==> config.mk <==
export PLATFORM = sky130hd
export DESIGN_NAME = vt_raster_timing
export DESIGN_NICKNAME = d
export VERILOG_FILES = /design/src/rtl/vt_pkg.sv /design/src/rtl/vt_startup.sv /design/src/rtl/vt_hcount.sv /design/src/rtl/vt_vcount.sv /design/src/rtl/vt_raster_timing.sv
export SDC_FILE = /design/constraint.sdc
export NUM_CORES = 1
export LEC_CHECK = 0
export BUFFER_PORTS_ARGS = -buffer_cell sky130_fd_sc_hd__buf_2
export CORE_ASPECT_RATIO = 0.75
export CORE_UTILIZATION = 57
export DETAILED_ROUTE_END_ITERATION = 8
export GPL_ROUTABILITY_DRIVEN = 0
export PLACE_DENSITY = 0.77
export SYNTH_ARGS = -nofsm -noshare
export SYNTH_HDL_FRONTEND = slang
export SYNTH_SLANG_ARGS = --single-unit
==> constraint.sdc <==
create_clock -name clk -period 4.1 [get_ports clk]
set_input_delay 0.82 -clock clk [delete_from_list [all_inputs] [get_ports clk]]
set_output_delay 0.82 -clock clk [all_outputs]
set_load 0.005 [all_outputs]
==> src/rtl/vt_pkg.sv <==
// Package vt_pkg
// Shared line-number landmarks and the line blanking rule of the raster
// timing generator. The 9-bit line values are fixed by behaviour: other
// logic reads the counter and decodes these ranges.
package vt_pkg;

    localparam int LINE_W = 9;

    localparam logic [LINE_W-1:0] LN_SYNC_FIRST = 9'h0F8;
    localparam logic [LINE_W-1:0] LN_SYNC_LAST  = 9'h0FF;
    localparam logic [LINE_W-1:0] LN_TOP_FIRST  = 9'h100;
    localparam logic [LINE_W-1:0] LN_PIC_FIRST  = 9'h110;
    localparam logic [LINE_W-1:0] LN_BOT_FIRST  = 9'h1F0;
    localparam logic [LINE_W-1:0] LN_LAST       = 9'h1FF;
    localparam logic [LINE_W-1:0] LN_LONG_WRAP  = 9'h0C8;

    typedef enum logic {
        FRAME_SHORT = 1'b0,
        FRAME_LONG  = 1'b1
    } frame_kind_e;

    // True when a line carries no picture for the selected frame kind.
    function automatic logic line_is_blank(input logic [LINE_W-1:0] ln,
                                           input frame_kind_e kind);
        logic below_top;
        below_top = (ln < LN_TOP_FIRST);
        if (kind == FRAME_LONG)
            return below_top;
        return (ln < LN_PIC_FIRST) || (ln >= LN_BOT_FIRST);
    endfunction

endpackage

==> src/rtl/vt_startup.sv <==
// Module vt_startup
// Holds the raster still for HOLD_CYC edges after reset release, then
// raises run for good. Assumes HOLD_CYC >= 1 and synchronous reset.
module vt_startup #(
    parameter int HOLD_CYC = 1287
) (
    input  logic clk,
    input  logic rst_n,
    output logic run
);

    localparam int CW = (HOLD_CYC > 1) ? $clog2(HOLD_CYC) : 1;
    localparam logic [CW-1:0] CNT_END = CW'(HOLD_CYC - 1);

    logic [CW-1:0] hold_cnt;

    // Count held edges and release the raster on the last one.
    always_ff @(posedge clk) begin
        if (!rst_n) begin
            hold_cnt <= '0;
            run      <= 1'b0;
        end else if (!run) begin
            if (hold_cnt == CNT_END)
                run <= 1'b1;
            else
                hold_cnt <= hold_cnt + 1'b1;
        end
    end


    run_sticky_chk: assert property (@(posedge clk) disable iff (!rst_n)
        run |=> run);

endmodule

==> src/rtl/vt_hcount.sv <==
// Module vt_hcount
// Scanline position counter in master clocks, with pixel slot pulse,
// horizontal sync, horizontal blanking and two strobes for the line
// counter and the DAC blanking register. Assumes the line length is a
// multiple of PIX_DIV and that DAC_AT lies inside the line.
module vt_hcount #(
    parameter int H_SYNC   = 112,
    parameter int H_BACK   = 112,
    parameter int H_ACTIVE = 1280,
    parameter int H_FRONT  = 32,
    parameter int PIX_DIV  = 4,
    parameter int DAC_AT   = 56
) (
    input  logic clk,
    input  logic rst_n,
    input  logic run,
    output logic pix_ce,
    output logic hsync_n,
    output logic hblank,
    output logic line_end,
    output logic dac_tick
);

    localparam int H_TOTAL = H_SYNC + H_BACK + H_ACTIVE + H_FRONT;
    localparam int HW      = $clog2(H_TOTAL);
    localparam logic [HW-1:0] POS_LAST   = HW'(H_TOTAL - 1);
    localparam logic [HW-1:0] SYNC_END   = HW'(H_SYNC);
    localparam logic [HW-1:0] PIC_START  = HW'(H_SYNC + H_BACK);
    localparam logic [HW-1:0] PIC_END    = HW'(H_SYNC + H_BACK + H_ACTIVE);
    localparam logic [HW-1:0] DAC_BEFORE = HW'(DAC_AT - 1);

    logic [HW-1:0] hpos;

    // Advance the scanline position while running, wrapping at line end.
    always_ff @(posedge clk) begin
        if (!rst_n)
            hpos <= '0;
        else if (run)
            hpos <= (hpos == POS_LAST) ? '0 : hpos + 1'b1;
    end

    // Strobes consumed by neighbours on the next edge.
    always_comb begin
        line_end = run && (hpos == POS_LAST);
        dac_tick = run && (hpos == DAC_BEFORE);
    end

    // Sync and blanking windows decoded from the position.
    always_comb begin
        hsync_n = (hpos >= SYNC_END);
        hblank  = (hpos < PIC_START) || (hpos >= PIC_END);
    end

    generate
        if (PIX_DIV > 1) begin : g_div
            localparam int PW = $clog2(PIX_DIV);
            localparam logic [PW-1:0] PH_LAST = PW'(PIX_DIV - 1);
            logic [PW-1:0] phase;

            // Pixel phase, restarted at each line so slots align to offset 0.
            always_ff @(posedge clk) begin
                if (!rst_n)
                    phase <= '0;
                else if (run)
                    phase <= (phase == PH_LAST || hpos == POS_LAST) ? '0 : phase + 1'b1;
            end

            // Slot pulse on phase zero.
            always_comb pix_ce = run && (phase == '0);


            pix_spacing_chk: assert property (@(posedge clk) disable iff (!rst_n)
                pix_ce |=> !pix_ce);
        end else begin : g_nodiv
            // Every clock is a pixel when the divider is one.
            always_comb pix_ce = run;
        end
    endgenerate


    hsync_in_blank_chk: assert property (@(posedge clk) disable iff (!rst_n)
        !hsync_n |-> hblank);


    sync_starts_line_chk: assert property (@(posedge clk) disable iff (!rst_n)
        line_end |=> !hsync_n);

endmodule

==> src/rtl/vt_vcount.sv <==
// Module vt_vcount
// Offset 9-bit line counter with frame-kind dependent wrap point,
// vertical sync decode and line blanking status. Assumes step pulses
// arrive once per scanline from the position counter.
module vt_vcount
    import vt_pkg::*;
(
    input  logic              clk,
    input  logic              rst_n,
    input  logic              step,
    input  frame_kind_e       kind,
    output logic [LINE_W-1:0] line,
    output logic              vsync_n,
    output logic              line_blank
);

    logic [LINE_W-1:0] wrap_to;

    // Wrap target chosen by the frame kind.
    always_comb wrap_to = (kind == FRAME_LONG) ? LN_LONG_WRAP : LN_SYNC_FIRST;

    // Step the line on each scanline boundary.
    always_ff @(posedge clk) begin
        if (!rst_n)
            line <= LN_SYNC_FIRST;
        else if (step)
            line <= (line == LN_LAST) ? wrap_to : line + 1'b1;
    end

    // Vertical sync window and blanking status of the current line.
    always_comb begin
        vsync_n    = !((line >= LN_SYNC_FIRST) && (line <= LN_SYNC_LAST));
        line_blank = line_is_blank(line, kind);
    end


    line_step_chk: assert property (@(posedge clk) disable iff (!rst_n)
        step && (line != LN_LAST) |=> line == $past(line) + 9'd1);


    short_wrap_chk: assert property (@(posedge clk) disable iff (!rst_n)
        step && (line == LN_LAST) && (kind == FRAME_SHORT) |=> line == LN_SYNC_FIRST);


    long_wrap_chk: assert property (@(posedge clk) disable iff (!rst_n)
        step && (line == LN_LAST) && (kind == FRAME_LONG) |=> line == LN_LONG_WRAP);


    vsync_entry_chk: assert property (@(posedge clk) disable iff (!rst_n)
        $fell(vsync_n) |-> line == LN_SYNC_FIRST);

endmodule

==> src/rtl/vt_raster_timing.sv <==
// Module vt_raster_timing
// Top of the raster timing generator: start-up hold, scanline position,
// line counter and the DAC blanking register that samples the line
// blanking status part way through the back porch. Assumes
// START_DLY > H_SYNC + 1 and DAC_AT within the line.
module vt_raster_timing
    import vt_pkg::*;
#(
    parameter int H_SYNC    = 112,
    parameter int H_BACK    = 112,
    parameter int H_ACTIVE  = 1280,
    parameter int H_FRONT   = 32,
    parameter int PIX_DIV   = 4,
    parameter int DAC_AT    = 56,
    parameter int START_DLY = 1399
) (
    input  logic       clk,
    input  logic       rst_n,
    input  logic       pal_mode,
    output logic       pix_ce,
    output logic       hsync_n,
    output logic       vsync_n,
    output logic       hblank,
    output logic       dac_blank,
    output logic [8:0] line_num
);

    localparam int HOLD_CYC = START_DLY - H_SYNC;

    logic        run;
    logic        line_end;
    logic        dac_tick;
    logic        line_blank;
    frame_kind_e kind;

    // Frame kind from the mode pin.
    always_comb kind = pal_mode ? FRAME_LONG : FRAME_SHORT;

    vt_startup #(
        .HOLD_CYC (HOLD_CYC)
    ) i_startup (
        .clk   (clk),
        .rst_n (rst_n),
        .run   (run)
    );

    vt_hcount #(
        .H_SYNC   (H_SYNC),
        .H_BACK   (H_BACK),
        .H_ACTIVE (H_ACTIVE),
        .H_FRONT  (H_FRONT),
        .PIX_DIV  (PIX_DIV),
        .DAC_AT   (DAC_AT)
    ) i_hcount (
        .clk      (clk),
        .rst_n    (rst_n),
        .run      (run),
        .pix_ce   (pix_ce),
        .hsync_n  (hsync_n),
        .hblank   (hblank),
        .line_end (line_end),
        .dac_tick (dac_tick)
    );

    vt_vcount i_vcount (
        .clk        (clk),
        .rst_n      (rst_n),
        .step       (line_end),
        .kind       (kind),
        .line       (line_num),
        .vsync_n    (vsync_n),
        .line_blank (line_blank)
    );

    // Latch the line blanking status at the back-porch sample point.
    always_ff @(posedge clk) begin
        if (!rst_n)
            dac_blank <= 1'b1;
        else if (dac_tick)
            dac_blank <= line_blank;
    end


    dac_edge_chk: assert property (@(posedge clk) disable iff (!rst_n)
        (dac_blank != $past(dac_blank)) |-> $past(dac_tick));


    held_sync_low_chk: assert property (@(posedge clk) disable iff (!rst_n)
        !run |-> (!hsync_n && !vsync_n));


    line_end_in_blank_chk: assert property (@(posedge clk) disable iff (!rst_n)
        line_end |-> (hblank && hsync_n));

endmodule

==> summary.md <==
| Metric | Value |
|---|---|
| Net Switching | `roughly 140 uW` |
| Leakage | `about 0.84 nW` |
| M2 GR Usage | `~31%` |
| Core box area | `~3000 um2` |
| Seq cells post-synth | `35` |
| Share of the synthesized area in the top cell type | `between 30% and 40%` |
| CP Max Fanout | `9` |
| Synth area leaders | `dfxtp_1, ha_1, nand2_1` |
| Peak Freq | `between 400 and 500 MHz` |
| PD cells | `306 nW/um2` |
| Ys async rst share | `0%` |
| Grt met1 use | `a little over a third` |
| # diodes | `0` |
| Share of layout cells above drive strength 1 | `a little under an eighth` |
| Worst hold path class | `reg -> reg` |
| TritonCTS clock tree | `built` |
| Max Slew Vio Count | `0` |
| Peak supply drop | `about 0.00036 V` |
| Cells after synthesis | `227` |
| DPL Wire Length | `approximately 2500 um` |
| Slew headroom | `between 20% and 30%` |
| Initial antenna violation count | `0` |
| Hold depth | `2` |
| Reg area | `approximately 700 um2` |
| Clock buffer depth | `2` |
| 1st-pass router iterations | `4` |
| Status | `complete, no violations` |
| Final wirelength | `about 3700 um` |
| Largest area contributor in the netlist | `dfxtp_1` |
| Area grow syn2layout | `10.1%` |
| DRC | `0` |
| Hold Path End | `dac_blank` |
| Worst r2r src | `i_startup.run` |
| Multi-input gate area in the final layout | `around 1100 um2` |
| Clock network power share | `43.3%` |
| EDFF count, synth | `0` |
| Fin crit share | `approximately 61%` |
| CTS resizes | `0` |
| Final Skew | `~0.0055 ns` |
| Hold_sp | `dac_blank` |
| Most Used Layer, Global Route | `met1` |
| Vias per cell | `~5.7` |
| Startpoint types | `register` |
| Initial core utilization | `62.3%` |
| Reg-to-reg endpoint | `i_vcount.line[2]` |
| Grt total ovfl | `0` |
| Synth Flop Type | `dfxtp_1` |
| Avg Inst Size Synth | `about 8.3 um2` |
| Hold buffers post-CTS | `0` |
| Clk slew on worst S/H paths | `0.07 ns` |
| Worst-Margin Slew | `around 1.1 ns` |
| R2r worst-path depth | `4` |
| Nets | `approximately 250` |
| Distinct cell type count after synthesis | `45` |
| Synth Warn # | `0` |
| Net Sw Frac | `a little over a fifth` |
| Sink Count | `35` |
| Die width | `a little under 70 um` |
| Largest net degree at the start of global routing | `38` |
| First-pass GRT wire length | `around 6000 um` |
| Post-route ant nets | `0` |
| CTS Buf Count | `5` |
| Int Power | `around 500 uW` |
| Rows | `17` |
| DR iter-0 viols | `between 70 and 80` |
| IO Count | `17` |
| Reg-to-reg slack, setup | `~1.8 ns` |
| Vias | `1609` |
| Synth cell count leaders | `dfxtp_1, nand2_1, inv_1, and2_1` |
| Die Y-Extent | `51.9 um` |
| Minimum clock period | `roughly 2.5 ns` |
| Sequential share of power | `between 50% and 60%` |
| Drt wl/cell | `13.1 um` |
| Critical Path End Type | `output pin` |
| Fraction of power consumed by combinational cells | `2.6%` |
| Die area | `roughly 3600 um2` |
| GRT met3 Usage | `approximately 6.6%` |
| Post-Route Utilization | `68.6%` |
| GRT Util Overall | `23.2%` |
| Max-cap violations | `0` |
| Unrepaired setup endpoints after global routing | `no` |
| CP arrival | `between 1.5 and 2 ns` |
| Fillers | `between 200 and 300` |
| Critical path required time | `~3.3 ns` |
| Setup CP Type | `reg -> out` |
| H-tree depth | `2` |
| Total negative setup slack | `0 ns` |
| Number of global-route vias before repair | `roughly 1300` |
| Seq/Total Area, Yosys | `around 37%` |
| Setup Fix Bufs, Post-CTS | `0` |
| Netlist Area Pre-Place | `approximately 1900 um2` |
| Syn nets | `240` |
| Final Hold Vio Count | `0` |
| # setup viols final | `0` |
| Port Buffers | `16` |
| Clk Tree Root Cell | `clkbuf_8` |
| Clk_lat worst skew | `approximately 0.28 ns` |
| Count leader, synth | `dfxtp_1` |
-- power groups by stage --
stage / combinational [mW] / clock [mW] / sequential, mW
CTS: 0.0164 / 0.281 / 0.345
floorplan: 0.0127 / 0 / 0.352
global placement: 0.0162 / 0 / 0.353
detailed placement: 0.0163 / 0 / 0.353
global route: 0.0189 / 0.295 / 0.345
finish: 0.0165 / 0.276 / 0.345
-- cell type report --
cell class	count	share of cell area, %
Inverter	16	2.88
Sequential cell	35	33.6
Tap cell	38	2.28
Multi-Input combinational cell	167	52.6
Clock buffer	8	4.80
Timing Repair Buffer	16	3.84
-- per-layer routing --
layer / wire (um) / vias to the layer above
met5: 0 / -
met4: 40 / 0
met3: 168 / 5
met2: 1440 / 35
met1: 2010 / 745
li1: - / 824
-- layout by cell type, fill, tap and decap left out, types with 8 or more instances in the layout --
| master | count |
|---|---|
| and2_1 | 12 |
| o21ai_0 | 10 |
| dfxtp_1 | 35 |
| nand2_1 | 24 |
| nor3_1 | 9 |
| buf_2 | 16 |
| nor2_1 | 10 |
| a21oi_1 | 8 |
| inv_1 | 16 |
| ha_1 | 10 |
-- metrics by stage --
step	instances	power [mW]	worst slack, ns	hold WS, ns	instance area (um2)
4_1_cts	280	0.643	1.61	0.475	2090
5_1_grt	280	0.659	1.49	0.508	2090
3_3_place_gp	272	0.369	1.92	0.453	1990
6_report	280	0.638	1.60	0.476	2090
3_5_place_dp	272	0.369	1.89	0.465	1990
2_1_floorplan	227	0.365	2.17	0.440	1890
-- worst max-delay path, stage by stage, from the launching register on --
cell	delay [ns]
dfxtp_1	0.47
and3_1	0.25
nand3_1	0.14
nor2_1	0.18
ha_1	0.16
o2bb2ai_1	0.06
buf_2	0.13
-- worst max path at each step --
stage | from | to | slack (ns) | cells after the start
after global placement | i_startup.run | i_vcount.line[2] | 1.92 | 4
final | i_vcount.line[4] | vsync_n | 1.60 | 6
after detailed placement | i_startup.run | i_vcount.line[2] | 1.89 | 4
after floorplan | i_vcount.line[4] | vsync_n | 2.17 | 5
after global routing | i_vcount.line[4] | vsync_n | 1.49 | 6
after CTS | i_vcount.line[4] | vsync_n | 1.61 | 6
-- state kept, by name, indices dropped and copies added (netlist names) --
name	flops
dac_blank	1
i_hcount.g_div.phase	2
i_hcount.hpos	11
i_startup.hold_cnt	11
i_startup.run	1
i_vcount.line	9
-- kinds of logic after synthesis --
logic type | synth area share (%)
xor+xnor | 5.09
fa+ha+maj | 6.61
buf+inv | 5.09
compound gates | 13.5
simple gates | 30.6
flops | 37.0
mux | 2.11
(Power assumes the default switching activity.)
